**src/rtl/vrate_pkg.sv**
```systemverilog
package vrate_pkg;

    localparam int RATE_W    = 16;
    localparam int LINK_HZ   = 48000;
    localparam int NUM_RATES = 6;
    localparam int NUM_DIRS  = 2;
    localparam int DIR_PLAY  = 0;
    localparam int DIR_CAP   = 1;

    typedef logic [RATE_W-1:0] rate_t;

    typedef enum logic [1:0] {
        ADDR_PLAY = 2'd0,
        ADDR_CAP  = 2'd1,
        ADDR_STAT = 2'd2,
        ADDR_NONE = 2'd3
    } reg_addr_e;

    typedef struct packed {
        logic      wr;
        logic      rd;
        reg_addr_e addr;
        rate_t     wdata;
    } reg_req_t;

    localparam rate_t RATE_RESET = 16'hBB80;

    // Supported rates in ascending order; the order makes ties pick the lower.
    function automatic rate_t rate_entry(input int idx);
        rate_t r;
        case (idx)
            0:       r = 16'h1F40;
            1:       r = 16'h2B11;
            2:       r = 16'h3E80;
            3:       r = 16'h5622;
            4:       r = 16'hAC44;
            default: r = 16'hBB80;
        endcase
        return r;
    endfunction

    function automatic rate_t snap_rate(input rate_t wval);
        int    best_d;
        int    d;
        rate_t best;
        best_d = 32'h7FFF_FFFF;
        best   = RATE_RESET;
        for (int i = 0; i < NUM_RATES; i++) begin
            d = int'(wval) - int'(rate_entry(i));
            if (d < 0) d = -d;
            if (d < best_d) begin
                best_d = d;
                best   = rate_entry(i);
            end
        end
        return best;
    endfunction

    function automatic logic is_supported(input rate_t r);
        logic hit;
        hit = 1'b0;
        for (int i = 0; i < NUM_RATES; i++)
            if (r == rate_entry(i)) hit = 1'b1;
        return hit;
    endfunction

endpackage

```
**src/rtl/vrate_regs.sv**
```systemverilog
module vrate_regs
    import vrate_pkg::*;
(
    input  logic     clk,
    input  logic     rst,
    input  reg_req_t req,
    input  logic     underrun_set,
    output rate_t    play_rate,
    output rate_t    cap_rate,
    output logic     play_clr,
    output logic     cap_clr,
    output logic     underrun_q,
    output rate_t    rdata
);

    logic  stat_rd;
    rate_t rd_mux;
    rate_t snapped;

    assign snapped  = snap_rate(req.wdata);
    assign play_clr = req.wr && (req.addr == ADDR_PLAY);
    assign cap_clr  = req.wr && (req.addr == ADDR_CAP);
    assign stat_rd  = req.rd && (req.addr == ADDR_STAT);

    always_comb begin
        case (req.addr)
            ADDR_PLAY: rd_mux = play_rate;
            ADDR_CAP:  rd_mux = cap_rate;
            ADDR_STAT: rd_mux = {{(RATE_W-1){1'b0}}, underrun_q};
            default:   rd_mux = '0;
        endcase
    end

    always_ff @(posedge clk) begin
        if (rst) begin
            play_rate  <= RATE_RESET;
            cap_rate   <= RATE_RESET;
            underrun_q <= 1'b0;
            rdata      <= '0;
        end else begin
            if (play_clr) play_rate <= snapped;
            if (cap_clr)  cap_rate  <= snapped;
            if (req.rd)   rdata     <= rd_mux;
            underrun_q <= underrun_set | (underrun_q & ~stat_rd);
        end
    end

endmodule

```
**src/rtl/vrate_accum.sv**
```systemverilog
module vrate_accum
    import vrate_pkg::*;
#(
    parameter int LINK = LINK_HZ,
    parameter int AW   = $clog2(2 * LINK)
) (
    input  logic          clk,
    input  logic          rst,
    input  logic          frame,
    input  logic          clr,
    input  rate_t         rate,
    output logic          fire_q,
    output logic [AW-1:0] acc_q
);

    localparam logic [AW:0] LINK_V = (AW + 1)'(LINK);

    logic [AW:0] sum;

    assign sum = {1'b0, acc_q} + (AW + 1)'(rate);

    always_ff @(posedge clk) begin
        if (rst) begin
            acc_q  <= '0;
            fire_q <= 1'b0;
        end else if (clr) begin
            acc_q  <= '0;
        end else if (frame) begin
            if (sum >= LINK_V) begin
                acc_q  <= AW'(sum - LINK_V);
                fire_q <= 1'b1;
            end else begin
                acc_q  <= AW'(sum);
                fire_q <= 1'b0;
            end
        end
    end

endmodule

```
**src/rtl/vrate_consume.sv**
```systemverilog
module vrate_consume #(
    parameter int SW = 20
) (
    input  logic          clk,
    input  logic          rst,
    input  logic          frame,
    input  logic          req_level,
    input  logic          din_valid,
    input  logic [SW-1:0] din,
    output logic [SW-1:0] dout,
    output logic          awaiting_q,
    output logic          got_q,
    output logic          underrun_set
);

    logic take;

    assign take         = awaiting_q && !got_q && din_valid;
    assign underrun_set = frame && awaiting_q && !got_q && !din_valid;

    always_ff @(posedge clk) begin
        if (rst) begin
            awaiting_q <= 1'b0;
            got_q      <= 1'b0;
            dout       <= '0;
        end else begin
            if (take) dout <= din;
            if (frame) begin
                awaiting_q <= req_level;
                got_q      <= 1'b0;
            end else if (take) begin
                got_q      <= 1'b1;
            end
        end
    end

endmodule

```
**src/rtl/vrate_pacer.sv**
```systemverilog
module vrate_pacer
    import vrate_pkg::*;
#(
    parameter int SAMPLE_W = 20,
    parameter int LINK     = LINK_HZ,
    localparam int ACC_W   = $clog2(2 * LINK)
) (
    input  logic                clk,
    input  logic                rst,
    input  logic                reg_wr,
    input  logic                reg_rd,
    input  logic [1:0]          reg_addr,
    input  logic [15:0]         reg_wdata,
    output logic [15:0]         reg_rdata,
    input  logic                frame_tick,
    output logic                play_req,
    input  logic                play_din_valid,
    input  logic [SAMPLE_W-1:0] play_din,
    output logic [SAMPLE_W-1:0] play_dout,
    output logic                cap_valid
);

    reg_req_t   req;
    rate_t      rate_arr [NUM_DIRS];
    logic       clr_arr  [NUM_DIRS];
    logic       fire_arr [NUM_DIRS];
    logic [ACC_W-1:0] acc_arr [NUM_DIRS];
    logic       underrun_set;
    logic       underrun_q;
    logic       awaiting_q;
    logic       got_q;

    assign req = '{wr: reg_wr, rd: reg_rd, addr: reg_addr_e'(reg_addr), wdata: reg_wdata};

    vrate_regs u_regs (
        .clk          (clk),
        .rst          (rst),
        .req          (req),
        .underrun_set (underrun_set),
        .play_rate    (rate_arr[DIR_PLAY]),
        .cap_rate     (rate_arr[DIR_CAP]),
        .play_clr     (clr_arr[DIR_PLAY]),
        .cap_clr      (clr_arr[DIR_CAP]),
        .underrun_q   (underrun_q),
        .rdata        (reg_rdata)
    );

    for (genvar d = 0; d < NUM_DIRS; d++) begin : g_dir
        vrate_accum #(.LINK(LINK), .AW(ACC_W)) u_acc (
            .clk    (clk),
            .rst    (rst),
            .frame  (frame_tick),
            .clr    (clr_arr[d]),
            .rate   (rate_arr[d]),
            .fire_q (fire_arr[d]),
            .acc_q  (acc_arr[d])
        );
    end

    assign play_req  = fire_arr[DIR_PLAY];
    assign cap_valid = fire_arr[DIR_CAP];

    vrate_consume #(.SW(SAMPLE_W)) u_consume (
        .clk          (clk),
        .rst          (rst),
        .frame        (frame_tick),
        .req_level    (play_req),
        .din_valid    (play_din_valid),
        .din          (play_din),
        .dout         (play_dout),
        .awaiting_q   (awaiting_q),
        .got_q        (got_q),
        .underrun_set (underrun_set)
    );

endmodule

```
**config.mk**
```make
export PLATFORM = sky130hd
export DESIGN_NAME = vrate_pacer
export DESIGN_NICKNAME = d
export VERILOG_FILES = /design/src/rtl/vrate_pkg.sv /design/src/rtl/vrate_regs.sv /design/src/rtl/vrate_accum.sv /design/src/rtl/vrate_consume.sv /design/src/rtl/vrate_pacer.sv
export SDC_FILE = /design/constraint.sdc
export NUM_CORES = 1
export LEC_CHECK = 0
export CAP_MARGIN = 20
export CORE_MARGIN = 2
export CORE_UTILIZATION = 55
export DETAILED_ROUTE_END_ITERATION = 8
export DONT_BUFFER_PORTS = 1
export PLACE_DENSITY = 0.7
export SKIP_LAST_GASP = 1
export SYNTH_ARGS = -nofsm -noshare
export SYNTH_HDL_FRONTEND = slang
export SYNTH_SLANG_ARGS = --single-unit
```
**constraint.sdc**
```tcl
create_clock -name clk -period 19.8 [get_ports clk]
set_input_delay 0.99 -clock clk [delete_from_list [all_inputs] [get_ports clk]]
set_output_delay 0.99 -clock clk [all_outputs]
set_load 0.03 [all_outputs]
```
Yosys cells after proc, flatten, opt, wreduce, memory -nomap -nowiden

Index checks and enable logic that the tools add are counted.

Flip-flop bits (word level): 107
Input port bits: 44
Word-level logic and storage cells: 86

$add $sub $neg: 16
$lt $le $gt $ge: 14
Equality and inequality tests: 2
Muxes and demuxes: 22
Bitwise logic cells: 5
Reduce and logical (&&, ||, !) cells: 16

Operators with widths:

| operator                                                                      | count |
|---|---|
| 32-bit 2-to-1 mux                                                             | 11 |
| 32-bit by 1-bit less-than comparator with 1-bit output, second input constant | 6 |
| 32-bit negation                                                               | 6 |
| 32-bit less-than comparator                                                   | 5 |
| 16-bit 2-to-1 mux                                                             | 6 |
| 16-bit case mux with 3 select lines                                           | 1 |
| 17-bit by 16-bit adder with 18-bit output                                     | 2 |
| 18-bit by 16-bit >= comparator with 1-bit output, second input constant       | 2 |
| 17-bit 2-to-1 mux                                                             | 2 |
| 16-bit by 14-bit subtractor with 17-bit output, second input constant         | 2 |
| 16-bit by 16-bit subtractor with 17-bit output, second input constant         | 2 |
| 17-bit by 16-bit subtractor with 17-bit output, second input constant         | 2 |
| 32-bit less-than comparator, second input constant                            | 1 |
| 16-bit by 13-bit subtractor with 17-bit output, second input constant         | 1 |
| 16-bit by 15-bit subtractor with 17-bit output, second input constant         | 1 |
| 1-bit logical AND                                                             | 8 |
| 2-bit OR reduction                                                            | 3 |
| 2-bit AND reduction                                                           | 2 |
| 1-bit NOT                                                                     | 3 |
| 2-bit by 1-bit == test with 1-bit output, second input constant               | 1 |
| 2-bit == test, second input constant                                          | 1 |
| 1-bit logical NOT                                                             | 2 |
| 2-bit logical NOT                                                             | 1 |
| 1-bit 2-to-1 mux                                                              | 2 |
| other kinds (2)                                                               | 2 |

Logic depth before layout (Yosys ltp)

Gate-level depths: netlist of run 1.

Depth in word-level cells: 15
Depth in mapped cells: 72
Mapped depth without buffers: 65

Modules after synthesis

Synthesis of run 1 repeated with hierarchy kept, for this count alone.

Cell total of the unflattened synthesis: 1,790
Area total of the unflattened synthesis: 14,084.8 sq um

By module, submodules not included:

| module        | instances | cells each | area each (sq um) |
|---|---|---|---|
| vrate_regs    | 1         | 1,291      | 9,669.3 |
| vrate_accum   | 2         | 202        | 1,706.6 |
| vrate_consume | 1         | 95         | 1,002.2 |

Least setup slack after synthesis of run 1

OpenSTA, ideal clock, no wires.

Path type: input port to flip-flop
From: input reg_wdata[3]
To: register u_regs.play_rate[13]
Setup time: 0.065 ns
Data arrival time: 13.454 ns
Data required time: 19.735 ns
Setup slack: 6.281 ns
Cell stages on the path: 63
Path buffers: 7
Cell sequence: clkbuf_1 inv_1 ha_1 nand2_4 xor2_1 or3_1 or3_4 or4_4 o31ai_4 xor2_1 inv_1 ha_1 and4_1 o31a_1 o311ai_1 nand3_1 clkbuf_1 nand2_1 (+27 left out) o41ai_2 xnor2_1 inv_1 buf_2 buf_2 a21o_1 ha_1 a21o_1 a21o_1 a211oi_1 o21ai_0 a211oi_1 o221ai_1 nand4bb_1 nand3_1 clkbuf_1 a211oi_1 nor2_1

Cells in the longest elaborated chain, start to end: 15

RTL lines:

| item                                                                                      | line              | source |
|---|---|---|
| start: declaration                                                                        | vrate_pacer.sv:13 | `input logic [15:0] reg_wdata,` |
| 16-bit by 13-bit subtractor with 17-bit output                                            | vrate_pkg.sv:49   | `d = int'(wval) - int'(rate_entry(i));` |
| 32-bit negation or 32-bit by 1-bit less-than comparator with 1-bit output (tied branches) | vrate_pkg.sv:50   | `if (d < 0) d = -d;` |
| 32-bit 2-to-1 mux                                                                         | vrate_pkg.sv:50   |  |
| 32-bit less-than comparator                                                               | vrate_pkg.sv:51   | `if (d < best_d) begin` |
| 32-bit 2-to-1 mux                                                                         | vrate_pkg.sv:51   |  |
| 32-bit less-than comparator                                                               | vrate_pkg.sv:51   |  |
| 32-bit 2-to-1 mux                                                                         | vrate_pkg.sv:51   |  |
| 32-bit less-than comparator                                                               | vrate_pkg.sv:51   |  |
| 32-bit 2-to-1 mux                                                                         | vrate_pkg.sv:51   |  |
| 32-bit less-than comparator                                                               | vrate_pkg.sv:51   |  |
| 32-bit 2-to-1 mux                                                                         | vrate_pkg.sv:51   |  |
| 32-bit less-than comparator                                                               | vrate_pkg.sv:51   |  |
| 32-bit 2-to-1 mux                                                                         | vrate_pkg.sv:51   |  |
| 32-bit less-than comparator                                                               | vrate_pkg.sv:51   |  |
| 16-bit 2-to-1 mux (*)                                                                     | vrate_pkg.sv:51   |  |
| end signal: assignment                                                                    | vrate_regs.sv:41  | `if (play_clr) play_rate <= snapped;` |
| end: declaration                                                                          | vrate_regs.sv:8   | `output rate_t play_rate,` |

Mark *: on every way between the ends. The rest lies on a longest branch, timed or not.
A chain may end at the register's enable or synchronous reset.

Final worst setup path of run 1

From: input reg_wdata[1]
To: register u_regs.cap_rate[2]

Cells in the longest elaborated chain, start to end: 15

RTL lines:

| item                                                                                      | line             | source |
|---|---|---|
| 16-bit by 13-bit subtractor with 17-bit output                                            | vrate_pkg.sv:49  |  |
| 32-bit negation or 32-bit by 1-bit less-than comparator with 1-bit output (tied branches) | vrate_pkg.sv:50  |  |
| 32-bit 2-to-1 mux                                                                         | vrate_pkg.sv:50  |  |
| 32-bit less-than comparator                                                               | vrate_pkg.sv:51  |  |
| 32-bit 2-to-1 mux                                                                         | vrate_pkg.sv:51  |  |
| 32-bit less-than comparator                                                               | vrate_pkg.sv:51  |  |
| 32-bit 2-to-1 mux                                                                         | vrate_pkg.sv:51  |  |
| 32-bit less-than comparator                                                               | vrate_pkg.sv:51  |  |
| 32-bit 2-to-1 mux                                                                         | vrate_pkg.sv:51  |  |
| 32-bit less-than comparator                                                               | vrate_pkg.sv:51  |  |
| 32-bit 2-to-1 mux                                                                         | vrate_pkg.sv:51  |  |
| 32-bit less-than comparator                                                               | vrate_pkg.sv:51  |  |
| 32-bit 2-to-1 mux                                                                         | vrate_pkg.sv:51  |  |
| 32-bit less-than comparator                                                               | vrate_pkg.sv:51  |  |
| 16-bit 2-to-1 mux (*)                                                                     | vrate_pkg.sv:51  |  |
| end signal: assignment                                                                    | vrate_regs.sv:42 | `if (cap_clr) cap_rate <= snapped;` |
| end: declaration                                                                          | vrate_regs.sv:9  | `output rate_t cap_rate,` |

Marks and branches as above.

==> flow_metrics.tcl, run 1 <==
set metrics [dict create \
    gp_congestion 0.918 \
    status "completed" \
    finClkSkew_ps 4.57 \
    seq_area_frac_synth_pct 15.0 \
    fin_crit_sh_pct 78.9 \
    crit_family "compound AO/OA/AOI/OAI gates" \
    area_growth_pct 7.74 \
    worstPathArrival_ps 15860 \
    first_iter_violations 982 \
    cp-end-kind "register" \
    ant_nets 0 \
    setup_viol 0 \
    final_max_slew_viol_count 0 \
    synth_edf_count 0 \
    rsz0062_at_grt "no" \
    cts_num_sinks 96 \
    synthesis.area_um2 12800 \
    grt_pass1_wl_um 55700 \
    cts_max_level 3 \
    crit_path_start_kind "input port" \
    io_buffers 0 \
    dieHeight_um 157 \
    wl_per_cell_um 16.7 \
    worstMarginPinSlew_ps 1020 \
    cts_tree "built" \
    die_area_um2 24500 \
    cts_setup_buffers 0 \
    hold_violations 0 \
    maxCapViolCount 0 \
    synth_ff_type "dfxtp_1" \
    synth_warnings 0 \
    start_util_pct 56.4 \
    worstPathRequired_ps 20030 \
    grt_max_degree 59 \
    dp_hpwl_um 28100 \
    routed_wl_um 34600 \
    synthArstFlopShare_pct 0 \
    cts_buffers 9 \
    core-area_um2 22700 \
    final_cell_mix "ha_1, nand2_1, conb_1" \
    clkSlewWorstSetupHoldPaths_ps 70 \
    via_per_inst 5.77 \
    ys_types 86 \
    syn_avg_cell_area_um2 7.60 \
    path_class "in2reg" \
    drc 0 \
    post_cts_resized 0 \
    clk_latency_ps 340 \
    row_count 55 \
    power.leakage_nw 6.39 \
    grt_use_total_pct 28.1 \
    cellPowerDensity_nw_per_um2 86.1 \
    ys_ff_latch 96 \
    finalCoreUtilization_pct 60.7 \
    path_max_fanout 22 \
    fin_tns_setup_ps 0 \
    dr.pass1.iters 5 \
    fmax_mhz 64.0 \
    slowest_stage "inv_1" \
    die_w_um 157 \
    hold_buffers 0 \
    clockBufferDepth 2 \
    via_count 12000 \
    crit_top_cell "a21o_1" \
    nets 2034 \
    relSlewSlack_pct 31.2 \
    layout-drive-gt1-share_pct 3.75 \
    layout_min_cycle_time_ps 15630 \
    critPathBufInv 7 \
    postSynthCellCount 1683 \
    antenna_found_initial 1 \
    grt_pass1_vias 11000 \
    diodes 0 \
    slowest_delay_ps 580 \
    cts-root-buf "clkbuf_16" \
    layout.cells.most_common "ha_1" \
    grt-ovfl-total 0 \
    hold_class "reg2reg" \
    boundaryPins 82 \
    max-vdd-ir-drop_mv 0.0727 \
]
[Yosys cell counts, drive strengths merged (9+ instances only)]
cell type | instances | area (µm²)
a211oi | 26 | 195
a21o | 54 | 405
a21oi | 151 | 756
a31oi | 17 | 106
and2 | 9 | 56.3
buf | 18 | 96.3
clkbuf | 56 | 210
dfxtp | 96 | 1920
ha | 205 | 2560
inv | 70 | 263
mux2 | 21 | 240
mux2i | 49 | 490
nand2 | 168 | 638
nand2b | 19 | 119
nand3 | 31 | 155
nand4 | 32 | 200
nor2 | 150 | 571
nor2b | 43 | 269
nor3 | 33 | 165
nor4 | 13 | 81.3
o211ai | 9 | 67.6
o21a | 20 | 150
o21ai | 83 | 415
o22a | 10 | 87.6
o31ai | 18 | 154
or2 | 14 | 87.6
or3 | 14 | 92.6
xnor2 | 103 | 902
xor2 | 59 | 517
[stage by stage]
stage          cell area (µm²)  setup WS, ps  cells  power [mW]  hold slack, ps
5_1_grt                  13800          3110   2073        1.30             502
3_3_place_gp             13500          3740   2056       0.988             455
6_report                 13800          4170   2073        1.19             483
3_5_place_dp             13500          3420   2056       0.999             469
4_1_cts                  13800          3760   2072        1.17             479
2_1_floorplan            13400          6280   1842       0.878             445
[where the power goes]
part	switching (mW)	internal, mW	total (mW)	leakage (nW)
registers	0.0250	0.217	0.242	0.782
logic	0.447	0.327	0.774	5.47
clock network	0.0749	0.0961	0.171	0.138
total	0.547	0.640	1.19	6.39
[per-layer routing]
| metal | GRT usage, % | vias to the layer above | wire length (µm) |
|---|---|---|---|
| met3 | 3.99 | 55 | 1910 |
| met2 | 44.6 | 284 | 15200 |
| li1 | - | 6097 | - |
| met5 | 0 | - | 16 |
| met4 | 7.56 | 2 | 871 |
| met1 | 39.8 | 5517 | 16600 |
[flip-flops by register name, summed over array words and instances, names as in the netlist]
name,count
u_regs.play_rate,12
g_dir.u_acc.fire_q,2
u_regs.rdata,13
u_consume.got_q,1
u_regs.cap_rate,12
u_regs.underrun_q,1
u_consume.dout,20
g_dir.u_acc.acc_q,34
u_consume.awaiting_q,1
[cells by family after synthesis]
family,share of synthesized area (%)
flip-flops,15.0
AO/OA/AOI/OAI,22.5
other,0.0587
AND/OR/NAND/NOR,20.8
adder cells (fa/ha/maj),20.4
XOR/XNOR,11.1
buffers and inverters,4.51
multiplexers,5.71
[worst paths after layout]
check | startpoint | end | slack, ps | cells after the start
worst min register to register | g_dir[1].u_acc.acc_q[11] | g_dir[1].u_acc.acc_q[11] | 480 | 2
worst max-delay path | reg_wdata[1] | u_regs.cap_rate[2] | 4170 | 61
worst min-delay path | g_dir[1].u_acc.acc_q[11] | g_dir[1].u_acc.acc_q[11] | 480 | 2
worst max register to register | u_regs.play_rate[4] | g_dir[0].u_acc.acc_q[12] | 15760 | 14
[tightest hold or removal path, cell delays in order (launching register included)]
cell	delay (ps)
dfxtp_1	310
nand2_1	60
a21oi_1	60
[area by class of cell]
| cell class | count | area [µm²] |
|---|---|---|
| clock buffer | 13 | 270 |
| clock inverter | 3 | 23.8 |
| fill | 2131 | 8920 |
| inverter | 72 | 270 |
| multi-input combinational | 1600 | 10900 |
| sequential | 96 | 1920 |
| tap | 285 | 357 |
| timing repair buffer | 4 | 33.8 |
(Power assumes the default switching activity.)
==> inputs of run 2 (changes only) <==
Clock period 19.8 ns to 15 ns, I/O delays scaled along.
==> run 2 against run 1 <==
Against the previous run:
- sequential power is 33% higher
- die area is the same
- critical path depth down 1
- clock power rose by 47%
- sequential share of layout area is 0.25 points lower
- count of clock-buffer cells in the layout decreased by 1
==> flow_metrics.tcl, run 2 (synthesis gave the netlist of run 1 again) <==
set metrics [dict create \
    cp-end-kind "register" \
    io_buffers 0 \
    layout_min_cycle_time_ps 14260 \
    dp_hpwl_um 27300 \
    fmax_mhz 70.1 \
    worstPathArrival_ps 14510 \
    cts_max_level 3 \
    dieHeight_um 157 \
    slowest_stage "or4_1" \
    hold_buffers 0 \
    cts_buffers 9 \
    die_w_um 157 \
    clkSlewWorstSetupHoldPaths_ps 70 \
    cts_tree "built" \
    worstMarginPinSlew_ps 980 \
    drc 0 \
    finClkSkew_ps 10.3 \
    clockBufferDepth 2 \
    critPathBufInv 8 \
    path_max_fanout 22 \
    antenna_found_initial 0 \
    grt_use_total_pct 27.6 \
    fin_tns_setup_ps 0 \
    largest_reg_flops 34 \
    cts-root-buf "clkbuf_16" \
    worstPathRequired_ps 15240 \
    place_ws_ps -385 \
    power.leakage_nw 6.51 \
    setup_viol 0 \
    crit_family "compound AO/OA/AOI/OAI gates" \
    via_per_inst 5.85 \
    boundaryPins 82 \
    nFillCells 2151 \
    cellPowerDensity_nw_per_um2 116 \
    dr.pass1.iters 5 \
    layout-drive-gt1-share_pct 5.24 \
    final_max_slew_viol_count 0 \
    core-area_um2 22700 \
    clk_latency_ps 350 \
    ant_nets 0 \
    grt_max_degree 59 \
    crit_path_start_kind "input port" \
    path_class "in2reg" \
    final_cell_mix "ha_1, nand2_1, conb_1" \
    slowest_delay_ps 620 \
    reg_top3 "g_dir.u_acc.acc_q x34, u_consume.dout x20, u_regs.rdata x13" \
    status "completed" \
    grt_pass1_wl_um 55200 \
    grt_pass1_vias 11200 \
    routed_wl_um 34500 \
    area_growth_pct 9.73 \
    regMostFlops "g_dir.u_acc.acc_q" \
    die_area_um2 24500 \
    gp_congestion 0.927 \
    hold_violations 0 \
    finalWorstSetupSlack_ps 738 \
    diodes 0 \
    relSlewSlack_pct 34.1 \
    layout.cells.most_common "ha_1" \
    hold_class "reg2reg" \
    row_count 55 \
    nets 2058 \
    start_util_pct 56.4 \
    wl_per_cell_um 16.5 \
    cts_num_sinks 96 \
    max-vdd-ir-drop_mv 0.0965 \
    first_iter_violations 1152 \
    grt-ovfl-total 0 \
    maxCapViolCount 0 \
    fin_crit_sh_pct 95.1 \
    via_count 12300 \
]
-- run 2: cell count changes in the layout (fill, tap and decap cells not counted), moves of 2 or more --
cell       delta
buf_4        +23
bufinv_16     +2
clkbuf_8      -2
ha_1          -2
ha_2          +2
-- run 2: path summary, 6_finish.rpt --
check	start	endpoint	slack (ps)	cells after the start
min	g_dir[1].u_acc.acc_q[11]	g_dir[1].u_acc.acc_q[11]	470	2
min reg2reg	g_dir[1].u_acc.acc_q[11]	g_dir[1].u_acc.acc_q[11]	470	2
max reg2reg	u_regs.play_rate[4]	g_dir[0].u_acc.acc_q[12]	10860	14
max	reg_wdata[1]	u_regs.play_rate[2]	740	60
-- run 2: area by class of cell --
class                   instances  area [µm²]  area share [%]
repair inverters                1        7.51          0.0535
clock inverters                 4        76.3           0.543
multi-input cells            1601       11000            78.1
well taps                     285         357            2.54
repair buffers                 26         195            1.39
flip-flops and latches         96        1920            13.7
clock buffers                  12         246            1.76
inverters                      72         274            1.95
-- run 2: metal layers --
layer | wire [µm] | vias to the layer above | GRT usage [%]
met4 | 838 | 0 | 7.99
met3 | 2110 | 64 | 3.43
met1 | 16400 | 5655 | 38.8
met5 | 0 | - | 0
li1 | - | 6162 | -
met2 | 15200 | 380 | 44.3
-- run 2: tightest hold or removal path, stage by stage, from the launching register on --
cell and delay [ps]:
dfxtp_1 310, nand2_1 60, a21oi_1 50
-- run 2: through the flow --
step	instance area [µm²]	hold WS (ps)	power, mW	instances	utilization, %
6_report	14000	469	1.62	2097	61.8
5_1_grt	14000	470	1.77	2097	61.8
4_1_cts	13800	475	1.57	2075	60.9
3_5_place_dp	13500	466	1.32	2058	59.4
3_3_place_gp	13500	456	1.30	2058	59.4
2_1_floorplan	13400	445	1.16	1842	-
-- run 2: report_power, final --
| group | leakage [nW] | switching, mW | internal (mW) |
|---|---|---|---|
| clock | 0.153 | 0.100 | 0.152 |
| sequential | 0.782 | 0.0337 | 0.287 |
| combinational | 5.57 | 0.602 | 0.447 |
| total | 6.51 | 0.736 | 0.886 |
-- run 2: timing repair --
action,4_1_cts,5_1_grt
buffers inserted,0,21
gates cloned,1,1
setup endpoints to repair,2,24
pin swaps,0,3
endpoints found under the hold margin,0,0
gates resized for setup,1,7
==> inputs of run 3 (changes only) <==
Settings changed: CELL_PAD_IN_SITES_DETAIL_PLACEMENT set to 1, CELL_PAD_IN_SITES_GLOBAL_PLACEMENT set to 1, CORE_UTILIZATION 55 to 50, PLACE_DENSITY 0.7 to unset, PLACE_DENSITY_LB_ADDON set to 0.1.
==> run 3 against run 2 <==
Against the previous run:
- sequential share of layout area about the same
- total power up 1.6%
- count of clock-buffer cells in the layout down 1
==> flow_metrics.tcl, run 3 (synthesis gave the netlist of run 1 again) <==
set metrics [dict create \
    diodes 0 \
    nets 2050 \
    first_iter_violations 848 \
    holdWs_ps 484 \
    worstPathArrival_ps 14340 \
    hold_buffers 0 \
    grt_max_degree 59 \
    cts_max_level 3 \
    dp_hpwl_um 33200 \
    io_buffers 0 \
    row_count 58 \
    hold_violations 0 \
    slowest_stage "or4_1" \
    slowest_delay_ps 570 \
    final_max_slew_viol_count 0 \
    clockPowerShare_pct 13.3 \
    reg_top3 "g_dir.u_acc.acc_q x34, u_consume.dout x20, u_regs.rdata x13" \
    fmax_mhz 70.9 \
    post_layout_nonfiller_instances 2133 \
    path_class "in2reg" \
    cts_num_sinks 96 \
    hold_class "reg2reg" \
    grt_pass1_wl_um 64400 \
    core-area_um2 25200 \
    cellPowerDensity_nw_per_um2 118 \
    worstMarginPinSlew_ps 1030 \
    p_sw_share_pct 48.3 \
    die_w_um 164 \
    area_growth_pct 9.54 \
    clkSlewWorstSetupHoldPaths_ps 70 \
    nFillCells 3260 \
    gp_congestion 0.955 \
    antenna_found_initial 0 \
    r2r_cells 13 \
    p_seq_share_pct 19.5 \
    switching_power_mw 0.795 \
    critPathBufInv 11 \
    dieHeight_um 164 \
    finClkSkew_ps 7.36 \
    clockBufferDepth 2 \
    maxCapViolCount 0 \
    cts_buffers 9 \
    largest_reg_flops 34 \
    boundaryPins 82 \
    cts-root-buf "clkbuf_16" \
    via_count 12500 \
    r2r_setup_slack_ps 10660 \
    wl_per_cell_um 19.2 \
    layout_min_cycle_time_ps 14100 \
    cp-end-kind "register" \
    setup_viol 0 \
    combPwrFrac_pct 67.2 \
    finalCoreUtilization_pct 55.7 \
    final_cell_mix "ha_1, nand2_1, conb_1" \
    cts_tree "built" \
    whs_endpoint "g_dir[1].u_acc.acc_q[11]" \
    crit_family "compound AO/OA/AOI/OAI gates" \
    layout-drive-gt1-share_pct 5.05 \
    status "completed" \
    ant_nets 0 \
    routed_wl_um 41000 \
    start_util_pct 50.8 \
    path_max_fanout 26 \
    layout.cells.most_common "ha_1" \
    die_area_um2 26900 \
    worstPathRequired_ps 15240 \
    regMostFlops "g_dir.u_acc.acc_q" \
    cp.depth 62 \
    placedInstanceArea_um2 13500 \
    whs_path_depth 2 \
    clk_latency_ps 350 \
    relSlewSlack_pct 31.3 \
    max-vdd-ir-drop_mv 0.102 \
    grt_pass1_vias 12500 \
    drc 0 \
    design_area_um2 14000 \
    r2r_end "g_dir[0].u_acc.acc_q[12]" \
    power.leakage_nw 6.47 \
    grt-ovfl-total 0 \
    placed_cells 2102 \
    via_per_inst 5.86 \
    r2r-start "u_regs.play_rate[14]" \
    crit_path_start_kind "input port" \
    worstHoldStart "g_dir[1].u_acc.acc_q[11]" \
    grt_use_total_pct 30.0 \
    cell_internal_pwr_mw 0.853 \
    fin_crit_sh_pct 94.0 \
    dr.pass1.iters 5 \
]
## run 3: cell types whose count changed in the layout (fill, tap and decap cells not counted), moves of 2 or more
cell,before,now
nand3_2,0,2
nand3_1,31,29
buf_4,26,17
bufinv_16,2,0
## run 3: worst max-delay path by stage
stage,from,slack (ps),to
after global placement,reg_wdata[1],-120,u_regs.cap_rate[2]
after floorplan,reg_wdata[3],1720,u_regs.play_rate[13]
after CTS,reg_wdata[1],40,u_regs.play_rate[2]
after global routing,reg_wdata[1],-30,u_regs.play_rate[2]
after detailed placement,reg_wdata[1],-790,u_regs.cap_rate[2]
final,reg_wdata[1],900,u_regs.play_rate[2]
## run 3: what timing repair did
item / CTS / global route
pin swaps: 0 / 2
resized for setup: 3 / 8
setup endpoints to repair: 24 / 24
cloned: 1 / 0
buffers inserted: 4 / 9
## run 3: metrics by stage
step	total power, mW	TNS (ps)	setup WS, ps
after global routing	1.78	-37.7	-28.6
after CTS	1.60	0	41.4
after detailed placement	1.37	-15650	-789
after global placement	1.33	-386	-118
final	1.65	0	896
after floorplan	1.16	0	1720
## run 3: routing by layer
metal / vias to the layer above / routed length, µm / track usage (%)
li1: 6107 / - / -
met1: 6071 / 18500 / 39.1
met2: 277 / 19900 / 52.8
met3: 51 / 1840 / 4.04
met4: 0 / 809 / 5.98
met5: - / 0 / 0
## run 3: worst reg2reg max path: cells and delay by family, from the launching register on
| family | cells | cell delay (ps) |
|---|---|---|
| xor gates and xnor gates | 1 | 380 |
| buffers and inverters | 1 | 230 |
| adders and majority gates | 1 | 440 |
| AOI/OAI and AO/OA | 8 | 2130 |
| DFF | 1 | 510 |
| and+or+nand+nor | 2 | 570 |
## run 3: final cells by class
| type | count | area, µm² | share of cell area [%] |
|---|---|---|---|
| clock inverters | 4 | 28.8 | 0.205 |
| inverters | 72 | 274 | 1.95 |
| multi-input cells | 1600 | 11000 | 78.2 |
| well taps | 330 | 413 | 2.95 |
| flip-flops and latches | 96 | 1920 | 13.7 |
| repair buffers | 19 | 170 | 1.21 |
| repair inverters | 1 | 7.51 | 0.0535 |
| clock buffers | 11 | 243 | 1.73 |
## run 3: power groups by stage
stage          registers [mW]  logic (mW)  clock network, mW
6_report                0.321        1.11              0.220
3_5_place_dp            0.326        1.05                  0
2_1_floorplan           0.318       0.841                  0
4_1_cts                 0.321        1.06              0.222
3_3_place_gp            0.325        1.00                  0
5_1_grt                 0.324        1.23              0.232
